===== src/rtl/clock12_pkg.sv =====
package clock12_pkg;
  localparam int unsigned UNITS_MAX  = 9;
  localparam int unsigned TENS_MAX   = 5;
  localparam int unsigned HOUR_TOP   = 12;
  localparam int unsigned HOUR_W     = 4;
  localparam int unsigned MIN_W      = 7;
  localparam int unsigned HR_BCD_W   = 5;
  localparam int unsigned N_SIXTY    = 2;  // seconds, minutes

  function automatic logic [HR_BCD_W-1:0] hour_to_bcd(input logic [HOUR_W-1:0] h);
    if (h >= HOUR_W'(10)) hour_to_bcd = {1'b1, h - HOUR_W'(10)};
    else                  hour_to_bcd = {1'b0, h};
  endfunction
endpackage


===== src/rtl/bcd_digit_ctr.sv =====
module bcd_digit_ctr #(
  parameter int unsigned MAX = 9,
  parameter int unsigned W   = $clog2(MAX + 1)
) (
  input  logic         clk_i,
  input  logic         rst_ni,
  input  logic         en_i,
  output logic [W-1:0] q_o,
  output logic         wrap_o
);
  logic [W-1:0] q_q;

  assign wrap_o = en_i && (q_q == W'(MAX));
  assign q_o    = q_q;

  always_ff @(posedge clk_i or negedge rst_ni) begin
    if (!rst_ni)   q_q <= '0;
    else if (en_i) q_q <= wrap_o ? '0 : q_q + W'(1);
  end

  a_r3_digit_bound: assert property (@(posedge clk_i) disable iff (!rst_ni)
    q_q <= W'(MAX));
  a_r9_digit_hold: assert property (@(posedge clk_i) disable iff (!rst_ni)
    !en_i |=> $stable(q_q));
  a_r3_digit_rollover: assert property (@(posedge clk_i) disable iff (!rst_ni)
    (en_i && q_q == W'(MAX)) |=> q_q == '0);
endmodule


===== src/rtl/sixty_ctr.sv =====
module sixty_ctr
  import clock12_pkg::*;
(
  input  logic             clk_i,
  input  logic             rst_ni,
  input  logic             en_i,
  output logic [MIN_W-1:0] bcd_o,
  output logic             wrap_o
);
  logic [3:0] units;
  logic [2:0] tens;
  logic       units_wrap;

  bcd_digit_ctr #(.MAX(UNITS_MAX), .W(4)) u_units (
    .clk_i, .rst_ni, .en_i(en_i), .q_o(units), .wrap_o(units_wrap)
  );
  bcd_digit_ctr #(.MAX(TENS_MAX), .W(3)) u_tens (
    .clk_i, .rst_ni, .en_i(units_wrap), .q_o(tens), .wrap_o(wrap_o)
  );

  assign bcd_o = {tens, units};
endmodule


===== src/rtl/hour_ctr.sv =====
module hour_ctr
  import clock12_pkg::*;
(
  input  logic                clk_i,
  input  logic                rst_ni,
  input  logic                en_i,
  output logic [HR_BCD_W-1:0] bcd_o,
  output logic                pm_o
);
  logic [HOUR_W-1:0] hour_q;
  logic              pm_q;

  always_ff @(posedge clk_i or negedge rst_ni) begin
    if (!rst_ni) begin
      hour_q <= HOUR_W'(HOUR_TOP);
      pm_q   <= 1'b0;
    end else if (en_i) begin
      hour_q <= (hour_q == HOUR_W'(HOUR_TOP)) ? HOUR_W'(1) : hour_q + HOUR_W'(1);
      if (hour_q == HOUR_W'(HOUR_TOP - 1)) pm_q <= ~pm_q;
    end
  end

  assign bcd_o = hour_to_bcd(hour_q);
  assign pm_o  = pm_q;

  a_r4_hour_range: assert property (@(posedge clk_i) disable iff (!rst_ni)
    hour_q >= HOUR_W'(1) && hour_q <= HOUR_W'(HOUR_TOP));
  a_r4_after_top: assert property (@(posedge clk_i) disable iff (!rst_ni)
    (en_i && hour_q == HOUR_W'(HOUR_TOP)) |=> hour_q == HOUR_W'(1));
  a_r5_pm_flip: assert property (@(posedge clk_i) disable iff (!rst_ni)
    (en_i && hour_q == HOUR_W'(HOUR_TOP - 1)) |=> pm_q != $past(pm_q));
  a_r5_pm_steady: assert property (@(posedge clk_i) disable iff (!rst_ni)
    !(en_i && hour_q == HOUR_W'(HOUR_TOP - 1)) |=> $stable(pm_q));
endmodule


===== src/rtl/clock12_time_ctr.sv =====
module clock12_time_ctr
  import clock12_pkg::*;
(
  input  logic                clk_i,
  input  logic                rst_ni,
  input  logic                sec_tick_i,
  input  logic                set_mode_i,
  input  logic                inc_m_i,
  input  logic                inc_h_i,
  output logic [MIN_W-1:0]    min_bcd_o,
  output logic [HR_BCD_W-1:0] hr_bcd_o,
  output logic                pm_o
);
  logic [N_SIXTY-1:0]  stage_en;
  logic [N_SIXTY-1:0]  stage_wrap;
  logic [MIN_W-1:0]    stage_bcd [N_SIXTY];
  logic                hour_en;

  // stage 0 = seconds, stage 1 = minutes
  assign stage_en[0] = sec_tick_i;
  assign stage_en[1] = set_mode_i ? inc_m_i : stage_wrap[0];
  assign hour_en     = set_mode_i ? inc_h_i : stage_wrap[1];

  for (genvar s = 0; s < N_SIXTY; s++) begin : g_sixty
    sixty_ctr u_stage (
      .clk_i, .rst_ni,
      .en_i   (stage_en[s]),
      .bcd_o  (stage_bcd[s]),
      .wrap_o (stage_wrap[s])
    );
  end

  hour_ctr u_hours (
    .clk_i, .rst_ni, .en_i(hour_en), .bcd_o(hr_bcd_o), .pm_o(pm_o)
  );

  assign min_bcd_o = stage_bcd[1];

  a_r6_set_min_hold: assert property (@(posedge clk_i) disable iff (!rst_ni)
    (set_mode_i && !inc_m_i) |=> $stable(min_bcd_o));
  a_r6_set_hr_hold: assert property (@(posedge clk_i) disable iff (!rst_ni)
    (set_mode_i && !inc_h_i) |=> $stable(hr_bcd_o) && $stable(pm_o));
  a_r8_norm_idle: assert property (@(posedge clk_i) disable iff (!rst_ni)
    (!set_mode_i && !sec_tick_i) |=> $stable(min_bcd_o) && $stable(hr_bcd_o));
  a_r7_manual_wrap: assert property (@(posedge clk_i) disable iff (!rst_ni)
    (set_mode_i && inc_m_i && !inc_h_i && min_bcd_o == 7'h59)
      |=> min_bcd_o == 7'h00 && $stable(hr_bcd_o) && $stable(pm_o));
endmodule


===== config.mk =====
export PLATFORM = sky130hd
export DESIGN_NAME = clock12_time_ctr
export DESIGN_NICKNAME = d
export VERILOG_FILES = /design/src/rtl/clock12_pkg.sv /design/src/rtl/bcd_digit_ctr.sv /design/src/rtl/sixty_ctr.sv /design/src/rtl/hour_ctr.sv /design/src/rtl/clock12_time_ctr.sv
export SDC_FILE = /design/constraint.sdc
export NUM_CORES = 1
export LEC_CHECK = 0
export ABC_AREA = 1
export BUFFER_PORTS_ARGS = -buffer_cell sky130_fd_sc_hd__buf_2
export CORE_UTILIZATION = 49
export DETAILED_ROUTE_END_ITERATION = 8
export PLACE_DENSITY = 0.76
export SKIP_CTS_REPAIR_TIMING = 1
export SLEW_MARGIN = 10
export SYNTH_ARGS = -nofsm -noshare
export SYNTH_HDL_FRONTEND = slang
export SYNTH_HIERARCHICAL = 1
export SYNTH_SLANG_ARGS = --single-unit

===== constraint.sdc =====
create_clock -name clk_i -period 2.05 [get_ports clk_i]
set_clock_uncertainty 0.05 [all_clocks]
set_input_delay 0.3075 -clock clk_i [delete_from_list [all_inputs] [get_ports clk_i]]
set_output_delay 0.3075 -clock clk_i [all_outputs]
set_load 0.02 [all_outputs]

### Word-level counts from Yosys, hierarchy flattened

Index checks and enable logic that the tools add are counted.

* latch bits: 0
* flip-flop bits (word level): 19
* ROM bits: 0
* bits in writable memories: 0
* memories: 0
* logic and storage cells: 33

* shift operators: 0
* div/mod/pow operators: 0
* bitwise logic cells: 1
* equal/unequal tests: 6
* reduce and logical (&&, ||, !) cells: 5
* order comparisons: 1
* multiply operators: 0
* add/sub/neg operators: 6
* mux-type cells: 8

Operators with widths (count)
* $eq A4 B4 Y1 const B: 4
* $add A4 B1 Y4 const B: 3
* $mux W4: 3
* $add A3 B1 Y3 const B: 2
* $eq A3 B3 Y1 const B: 2
* $mux W3: 2
* $mux W5: 1
* $ge A4 B4 Y1 const B: 1
* $logic_and A1 B1 Y1: 4
* $sub A4 B4 Y4 const B: 1
* $mux W1: 2
* $reduce_and A2 Y1: 1
* $not A1 Y1: 1

### Logic depth before layout (Yosys ltp)

Gate-level depths: netlist of the first run.

* word-level depth: 8
* gate-level depth with buffers: 20
* depth with buffers taken out: 19

### Cells and area by module

Netlist of the first run, hierarchy kept.

Modules (own cells, without submodules)
* bcd_digit_ctr at g_sixty[0].u_stage.u_units ...: times used 2, sequential area each 100.1 µm², cells each 27, area an instance 224.0 µm²
* hour_ctr: times used 1, sequential area each 127.6 µm², cells each 52, area an instance 387.9 µm²
* bcd_digit_ctr at g_sixty[0].u_stage.u_tens ...: times used 2, sequential area each 75.1 µm², cells each 20, area an instance 167.7 µm²
* clock12_time_ctr: times used 1, sequential area each 0.0 µm², cells each 7, area an instance 26.3 µm²

### Least setup slack after synthesis of the first run

OpenSTA, ideal clock, no wires.

* kind: register -> register
* from: reg g_sixty[0].u_stage.u_units.q_q[1]
* to: reg u_hours.pm_q, in the netlist u_hours/pm_o
* library setup time: 117 ps
* period minus slack after synthesis: 2263 ps
* arrival: 2095 ps
* slack: -213 ps
* buffers on the path: 1
* stages on the path, launching flop included: 21
* cells stage by stage: dfrtp_1 > inv_1 > ha_1 > nand2_1 > nor2_4 > nand3_1 > inv_1 > nand2_1 > nand2_1 > nand2_1 > nor2_4 > nand3_1 > inv_1 > nand2_1 > nand2_1 > buf_6 > nand2_2 > nor2_2 > nand2_1 > nand2_1 > nand2_1

* word-level cells in the longest chain between the ends: 8

RTL lines
* start, declared: RTL line bcd_digit_ctr.sv:11 `logic [W-1:0] q_q;`
* start signal, assigned: RTL line bcd_digit_ctr.sv:18 `else if (en_i) q_q <= wrap_o ? '0 : q_q + W'(1);`
* $eq A4 B4 Y1: RTL line bcd_digit_ctr.sv:13 `assign wrap_o = en_i && (q_q == W'(MAX));`
* $logic_and A1 B1 Y1: RTL line bcd_digit_ctr.sv:13
* named net g_sixty[0].u_stage.units_wrap: RTL line sixty_ctr.sv:12 `logic units_wrap;`
* $logic_and A1 B1 Y1: RTL line bcd_digit_ctr.sv:13
* named net stage_wrap[0]: RTL line clock12_time_ctr.sv:15 `logic [N_SIXTY-1:0] stage_wrap;`
* $mux W1: RTL line clock12_time_ctr.sv:21 `assign stage_en[1] = set_mode_i ? inc_m_i : stage_wrap[0];`
* named net stage_en[1]: RTL line clock12_time_ctr.sv:14 `logic [N_SIXTY-1:0] stage_en;`
* $logic_and A1 B1 Y1: RTL line bcd_digit_ctr.sv:13
* named net g_sixty[1].u_stage.units_wrap: RTL line sixty_ctr.sv:12
* $logic_and A1 B1 Y1: RTL line bcd_digit_ctr.sv:13
* named net stage_wrap[1]: RTL line clock12_time_ctr.sv:15
* $mux W1: RTL line clock12_time_ctr.sv:22 `assign hour_en = set_mode_i ? inc_h_i : stage_wrap[1];`
* named net hour_en: RTL line clock12_time_ctr.sv:17 `logic hour_en;`
* $reduce_and A2 Y1 (no source line)
* end signal, assigned: RTL line hour_ctr.sv:19 `if (hour_q == HOUR_W'(HOUR_TOP - 1)) pm_q <= ~pm_q;`
* end, declared: RTL line hour_ctr.sv:11 `logic pm_q;`

The timed path passes the listed nets, and every way through them passes these cells.
A chain may end at the register's enable or synchronous reset.

### Worst setup path after layout of the first run

* from: reg g_sixty[0].u_stage.u_units.q_q[1]
* to: reg u_hours.hour_q[3]

* word-level cells in the longest chain between the ends: 7

RTL lines
* $eq A4 B4 Y1: RTL line bcd_digit_ctr.sv:13
* $logic_and A1 B1 Y1: RTL line bcd_digit_ctr.sv:13
* named net g_sixty[0].u_stage.units_wrap: RTL line sixty_ctr.sv:12
* $logic_and A1 B1 Y1: RTL line bcd_digit_ctr.sv:13
* named net stage_wrap[0]: RTL line clock12_time_ctr.sv:15
* $mux W1: RTL line clock12_time_ctr.sv:21
* named net stage_en[1]: RTL line clock12_time_ctr.sv:14
* $logic_and A1 B1 Y1: RTL line bcd_digit_ctr.sv:13
* named net g_sixty[1].u_stage.units_wrap: RTL line sixty_ctr.sv:12
* $logic_and A1 B1 Y1: RTL line bcd_digit_ctr.sv:13
* named net stage_wrap[1]: RTL line clock12_time_ctr.sv:15
* $mux W1: RTL line clock12_time_ctr.sv:22
* named net hour_en: RTL line clock12_time_ctr.sv:17
* end signal, assigned: RTL line hour_ctr.sv:15 `hour_q <= HOUR_W'(HOUR_TOP);`
* end signal, assigned: RTL line hour_ctr.sv:18 `hour_q <= (hour_q == HOUR_W'(HOUR_TOP)) ? HOUR_W'(1) : hour_q + HOUR_W'(1);`
* end, declared: RTL line hour_ctr.sv:10 `logic [HOUR_W-1:0] hour_q;`

The timed path passes the listed nets, and every way through them passes these cells.

==> impl_results.md, run 1 <==
* WS Path Type: reg -> reg
* Cell Area, Placed at between 1000 and 1500 um2
* Unrepaired setup endpoints after global routing: true
* Final Critical Period at 1980 ps
* Achievable Freq at 0.506 GHz
* Post-Syn Area per Cell at ~8 um2
* Power per Cell Area at approximately 1400 nW/um2
* Setup TNS at 0 ps
* Worst Hold End: g_sixty[0].u_stage/u_units/q_o[0]$_DFFE_PN0P_
* Layout cell share with drive strength beyond 1 at 28.7%
* Worst path bufs/invs at 4
* Final Cycle Share at 96.4%
* Synth top area cells: dfrtp_1, nand2_1, ha_1
* Crit path required time at ~2200 ps
* Final Cell Area at about 1500 um2
* Slew of the pin with the lowest slew margin at roughly 420 ps
* Critical path's largest stage delay at 400 ps
* Synth Register Bits at 19
* Drt total wl at ~2.2 mm
* Largest net degree at the start of global routing at 20
* Die ar. at 2650 um2
* Core area at 2250 um2
* Max-slew violations at 0
* DR vias/cell at ~4.9
* Min-Delay Path Class: in -> reg
* Area fraction of the dominant cell type after synthesis at between 30 and 40%
* 1st-iter DRT viols at 24
* Status: finished, final reports clean
* Hold Path Origin: sec_tick_i
* GPL Wtd Cong at ~0.74
* IO buf count at 18
* Die height at 51.4 um
* NumNets Final at about 200
* Routed length per instance at around 11 um
* Area delta synth->final at 22.0%
* Worst-path cell chain: inv_2 -> ha_4 -> nand2_4 -> nor2_4 -> nand3_2 -> inv_2 -> nand2_2 -> nand2_2 -> nand2_2 -> nor2_4 -> nand3_2 -> inv_1 -> nand2_1 -> nand2_2 -> buf_6 -> nand3_2 -> nand2_1 -> nand2_1 -> nor2_1
* Hold Path Stages at 3
* Post-Syn Area at 1200 um2
* End of the worst register-to-register path: u_hours/hour_q[3]$_DFFE_PN1P_
* Row count at 17
* CTS sink cnt at 19
* Clock Latency Late Sink at roughly 290 ps
* EDFF count, synth at 0
* Max-cap violations at 0
* H-Tree Level Count at 1
* Reg clk slew, reported paths at 110 ps
* Slew margin rel. at approximately 70%
* P_leak at approximately 0.78 nW
* Hold WS at around 300 ps
* DR vias at roughly 1000
* TritonRoute pass-1 iters at 3
* Post-synth top area cell: dfrtp_1
* VDD IR max at 0.795 mV
* Fin util at 64.8%
* Synth async-reset ratio at 100%
* R2r startpoint: g_sixty[0].u_stage/u_units/q_o[1]$_DFFE_PN0P_
* Initial antenna violation count at 0
* Total congestion overflow at 0
* Most frequent cell after synthesis: nand2_1
* Top cells by count, synth: nand2_1, inv_1, dfrtp_1
* Crit-path slowest cell: dfrtp_1
* Remaining DRCs at 0
* Syn Nets at ~170
* DP HPWL at between 1.5 and 2 mm
* Vias in the first global route at just under 1000
* # diodes at 0
* Critical Path End Type: flop
* Yosys cell types at 25
* GRT Overall Usage at 18.6%
* Critical Path AT at 2160 ps
* Final setup viols at 0
* I/O pin cnt at 19
* Die X at just over 50 um
* First-pass GRT wire length at 3.73 mm
* Cts bufs inserted at 3
* Type of origin of the critical path: flop
* CTS tree: done
* R2R Setup Slk at about 73 ps
* Root buffer cell: clkbuf_4
* Initial Utilization at between 50% and 60%
* Hold Vio Cnt, Final at 0
* Crit Path Max Fanout at 4
* Top FF cell, synth: dfrtp_1
* Syn. warnings at 6
* Syn Inst Count at between 150 and 200
* Antenna-violating nets left at 0
* Family with the most delay on the worst path: simple AND/OR/NAND/NOR gates
* Worst-case reg-to-reg path depth at 19
* Sequential fraction of the synthesis area at approximately 40%
* CTS max path bufs at 2
* CP dominant cell by count: nand2_2
-- worst max-delay path by stage --
stage	cells after the start	start	slack, ps	to
after floorplan	20	g_sixty[0].u_stage/u_units/q_o[1]$_DFFE_PN0P_	-130	u_hours/pm_o$_DFFE_PN0P_
after global placement	19	g_sixty[0].u_stage/u_units/q_o[1]$_DFFE_PN0P_	120	u_hours/hour_q[3]$_DFFE_PN1P_
after detailed placement	19	g_sixty[0].u_stage/u_units/q_o[1]$_DFFE_PN0P_	20	u_hours/hour_q[3]$_DFFE_PN1P_
after CTS	19	g_sixty[0].u_stage/u_units/q_o[1]$_DFFE_PN0P_	-10	u_hours/hour_q[3]$_DFFE_PN1P_
after global routing	19	g_sixty[0].u_stage/u_units/q_o[1]$_DFFE_PN0P_	-90	u_hours/hour_q[3]$_DFFE_PN1P_
final	19	g_sixty[0].u_stage/u_units/q_o[1]$_DFFE_PN0P_	70	u_hours/hour_q[3]$_DFFE_PN1P_
-- where the power goes --
| part | internal [W] | total (W) | leakage, nW | switching [W] |
|---|---|---|---|---|
| Combinational | 0.000427 | 0.00106 | 0.530 | 0.000632 |
| Clock | 0.0000725 | 0.000189 | 0.0177 | 0.000117 |
| Sequential | 0.000559 | 0.000765 | 0.228 | 0.000207 |
| Total | 0.00106 | 0.00201 | 0.776 | 0.000955 |
-- cell usage in the layout (no fill, tap or decap) --
master          n
nand2_1        40
inv_1          19
dfrtp_1        17
buf_2          17
nor2_1         12
ha_1           12
buf_4           7
nand2_2         6
nand3_1         6
nand3_2         4
inv_2           4
nand3b_1        4
a21oi_1         4
clkbuf_4        3
nor2_4          3
o21ai_1         3
o21ai_0         2
nor3b_1         2
xor2_1          2
nor3_1          2
dfstp_2         2
clkinv_2        1
nand2_4         1
ha_4            1
dlygate4sd3_1   1
a31oi_1         1
nor2_2          1
nand4_1         1
clkinv_1        1
o22ai_2         1
buf_6           1
-- state kept, by name (all words and copies together) (netlist names) --
register                     flops
u_hours/hour_q                   4
u_hours/pm_o                     1
g_sixty.u_stage/u_tens/q_o       6
g_sixty.u_stage/u_units/q_o      8
-- layout make-up --
type | instances | area, um2
sequential | 19 | 478
multi-input combinational | 108 | 672
fill | 204 | 793
inverter | 24 | 90.1
clock inverter | 1 | 5.00
timing repair buffer | 26 | 159
tap | 28 | 35.0
clock buffer | 3 | 22.5
-- layer usage --
metal	up-vias	global-route usage (%)	wire, um
li1	532	-	-
met2	11	34.0	1160
met4	0	6.31	8
met3	2	2.68	42
met5	-	0	0
met1	478	22.0	996
-- worst reg2reg max path: stages, from the launching register on --
cell     delay [ps]
dfrtp_1         400
inv_2            70
ha_4            130
nand2_4          40
nor2_4          110
nand3_2          80
inv_2            60
nand2_2          40
nand2_2          70
nand2_2          60
nor2_4           90
nand3_2          90
inv_1            60
nand2_1          60
nand2_2         110
buf_6           110
nand3_2          60
nand2_1          70
nand2_1          50
nor2_1          120
-- through the flow --
step                worst slack, ps  total power, W  instances
floorplan                      -131         0.00144        153
global placement                123         0.00170        204
detailed placement             19.6         0.00177        204
CTS                           -10.8         0.00196        208
global route                  -93.8         0.00221        209
finish                         73.5         0.00201        209
-- logic make-up (layout without fill, tap and decap cells) --
kind of cell / after synthesis / count (layout) / synth area share [%]
compound gates: 11 / 11 / 4.81
simple gates: 82 / 82 / 31.1
flops: 19 / 19 / 39.9
fa+ha+maj: 13 / 13 / 13.6
xor+xnor: 2 / 2 / 1.46
buf+inv: 26 / 54 / 9.09
Note: power is estimated with default switching activity, not from simulation.
==> inputs of run 2 (changes only) <==
--- a/config.mk
+++ b/config.mk
@@ -9,7 +9,7 @@
 export BUFFER_PORTS_ARGS = -buffer_cell sky130_fd_sc_hd__buf_2
 export CORE_UTILIZATION = 49
 export DETAILED_ROUTE_END_ITERATION = 8
-export PLACE_DENSITY = 0.76
+export PLACE_DENSITY = 0.8
 export SKIP_CTS_REPAIR_TIMING = 1
 export SLEW_MARGIN = 10
 export SYNTH_ARGS = -nofsm -noshare
==> constraint.sdc (replaced) <==
create_clock -name clk_i -period 2.05 [get_ports clk_i]
set_clock_uncertainty 0.05 [all_clocks]
set_input_delay 0.205 -clock clk_i [delete_from_list [all_inputs] [get_ports clk_i]]
set_output_delay 0.205 -clock clk_i [all_outputs]
set_load 0.02 [all_outputs]
==> run 2 against run 1 <==
  * Count of clock-buffer cells in the layout grew 1
  * Non-clock buffer count grew 3
  * Combinational power is essentially flat
  * Sequential share of layout area is the same
  * Critical path type unchanged
  * Via count grew 3.9%
  * Critical endpoint is now u_hours/hour_q[0]$_DFFE_PN0P_
  * Cell count grew 1.4%
  * Sequential power shrank 0.8%
==> impl_results.md, run 2 (synthesis results as in run 1) <==
* Remaining DRCs at 0
* Most frequent cells in the layout: nand2_1, inv_1, buf_2
* Max-cap violations at 0
* Total congestion overflow at 0
* Area delta synth->final at 22.0%
* CP dominant cell by count: nand2_2
* Critical Path End Type: flop
* Drt total wl at 2.39 mm
* I/O pin cnt at 19
* 1st-iter DRT viols at 16
* IO buf count at 18
* Initial Utilization at approximately 53%
* Critical Path AT at 2140 ps
* Worst-case reg-to-reg path depth at 18
* Die ar. at approximately 2600 um2
* Type of origin of the critical path: flop
* Status: finished, final reports clean
* CP endpoint: u_hours/hour_q[0]$_DFFE_PN0P_
* Root buffer cell: clkbuf_4
* DR vias/cell at 5.01
* Max-slew violations at 0
* GRT Overall Usage at between 20 and 25%
* Initial antenna violation count at 0
* Critical path's largest stage delay at around 400 ps
* DR vias at between 1000 and 1500
* Worst path bufs/invs at 5
* R2r startpoint: g_sixty[0].u_stage/u_units/q_o[1]$_DFFE_PN0P_
* Row count at 17
* Final Cycle Share at a little over nine tenths
* Fin cells at 212
* Slew of the pin with the lowest slew margin at ~410 ps
* Worst-path cell chain: inv_1 -> ha_2 -> nand2_2 -> nor2_4 -> nand3_2 -> inv_2 -> nand2_2 -> nand2_2 -> nand2_2 -> nor2_4 -> nand3_2 -> inv_2 -> nand2_2 -> nand2_4 -> buf_4 -> nand2_1 -> clkinv_1 -> o22ai_1
* Met3 usage at ~5.4%
* # placed instances at between 200 and 250
* # diodes at 0
* NumNets Final at between 200 and 250
* Crit Path Max Fanout at 8
* Die height at 51.4 um
* Commonest non-fill, non-tap cell in the layout: nand2_1
* P_leak at approximately 0.8 nW
* Slew margin rel. at between 70 and 80%
* CP Depth at 18
* End of the worst register-to-register path: u_hours/hour_q[0]$_DFFE_PN0P_
* Grt met1 use at 22.4%
* CTS max path bufs at 2
* Power per Cell Area at between 1000 and 1500 nW/um2
* Global routing's busiest layer: met2
* CP startpoint: g_sixty[0].u_stage/u_units/q_o[1]$_DFFE_PN0P_
* Vias in the first global route at around 1000
* GPL Wtd Cong at slightly below 0.8
* GR Util met2 at about 38%
* Min-Delay Path Class: in -> reg
* Final Critical Period at between 2000 and 2500 ps
* Achievable Freq at ~0.5 GHz
* Hold Vio Cnt, Final at 0
* Crit-path slowest cell: dfrtp_1
* Routed length per instance at approximately 11 um
* Core area at between 2000 and 2500 um2
* Antenna-violating nets left at 0
* TritonRoute pass-1 iters at 4
* Family with the most delay on the worst path: simple AND/OR/NAND/NOR gates
* CTS sink cnt at 19
* DP HPWL at about 1.7 mm
* Max FFs per register at 8
* Reg clk slew, reported paths at ~100 ps
* Final setup viols at 0
* R2R Setup Slk at between 40 and 50 ps
* Tot Pwr at about 0.002 W
* WS Path Type: reg -> reg
* First-pass GRT wire length at 4.02 mm
* Crit path required time at between 2000 and 2500 ps
* VDD IR max at between 0.8 and 0.9 mV
* H-Tree Level Count at 1
* Unrepaired setup endpoints after global routing: true
* Largest net degree at the start of global routing at 20
* Cts bufs inserted at 3
* CTS tree: done
* Die X at just over 50 um
* Layout cell share with drive strength beyond 1 at 28.3%
* Clock Latency Late Sink at around 290 ps
-- run 2: worst register-to-register path, stage by stage (launching register included) --
cell and delay, ps:
dfrtp_1 390, inv_1 60, ha_2 160, nand2_2 60
nor2_4 110, nand3_2 80, inv_2 60, nand2_2 50
nand2_2 70, nand2_2 70, nor2_4 100, nand3_2 100
inv_2 70, nand2_2 60, nand2_4 110, buf_4 130
nand2_1 50, clkinv_1 50, o22ai_1 70
-- run 2: metrics by stage --
stage / utilization [%] / hold WS [ps] / area [um2] / setup slack (ps) / setup TNS [ps]
global route: 64.8 / 181 / 1460 / -161 / -548
floorplan: - / -141 / 1210 / -131 / -217
CTS: 62.1 / -212 / 1400 / -46.6 / -92.7
detailed placement: 60.9 / 112 / 1370 / -29.3 / -57.9
global placement: 60.9 / 115 / 1370 / 54.7 / 0
finish: 64.8 / 187 / 1460 / 41.2 / 0
-- run 2: per-layer routing --
metal  wire, um  part of all wire, %
met2       1240                   52
met4         17                 0.71
met5          0                    0
met1       1060                   44
met3         69                  2.9
-- run 2: layout make-up --
type,count,area (um2)
inverter,24,90.1
fill,189,793
clock buffer,4,26.3
tap,28,35.0
multi-input combinational,108,657
timing repair buffer,29,175
sequential,19,478
-- run 2: worst min path at each step --
| stage | start | to | slack [ps] | depth (start not counted) |
|---|---|---|---|---|
| after floorplan | rst_ni | g_sixty[0].u_stage/u_tens/q_o[0]$_DFFE_PN0P_ | -140 | 0 |
| after global placement | rst_ni | g_sixty[0].u_stage/u_units/q_o[3]$_DFFE_PN0P_ | 120 | 1 |
| after detailed placement | rst_ni | u_hours/pm_o$_DFFE_PN0P_ | 110 | 1 |
| after CTS | rst_ni | u_hours/pm_o$_DFFE_PN0P_ | -210 | 1 |
| after global routing | sec_tick_i | g_sixty[0].u_stage/u_units/q_o[0]$_DFFE_PN0P_ | 180 | 3 |
| final | sec_tick_i | g_sixty[0].u_stage/u_units/q_o[0]$_DFFE_PN0P_ | 190 | 3 |
-- run 2: report_power, final --
| group | total [W] | switching (W) | internal (W) |
|---|---|---|---|
| logic | 0.00103 | 0.000634 | 0.000401 |
| clock network | 0.000184 | 0.000108 | 0.0000757 |
| registers | 0.000759 | 0.000200 | 0.000559 |
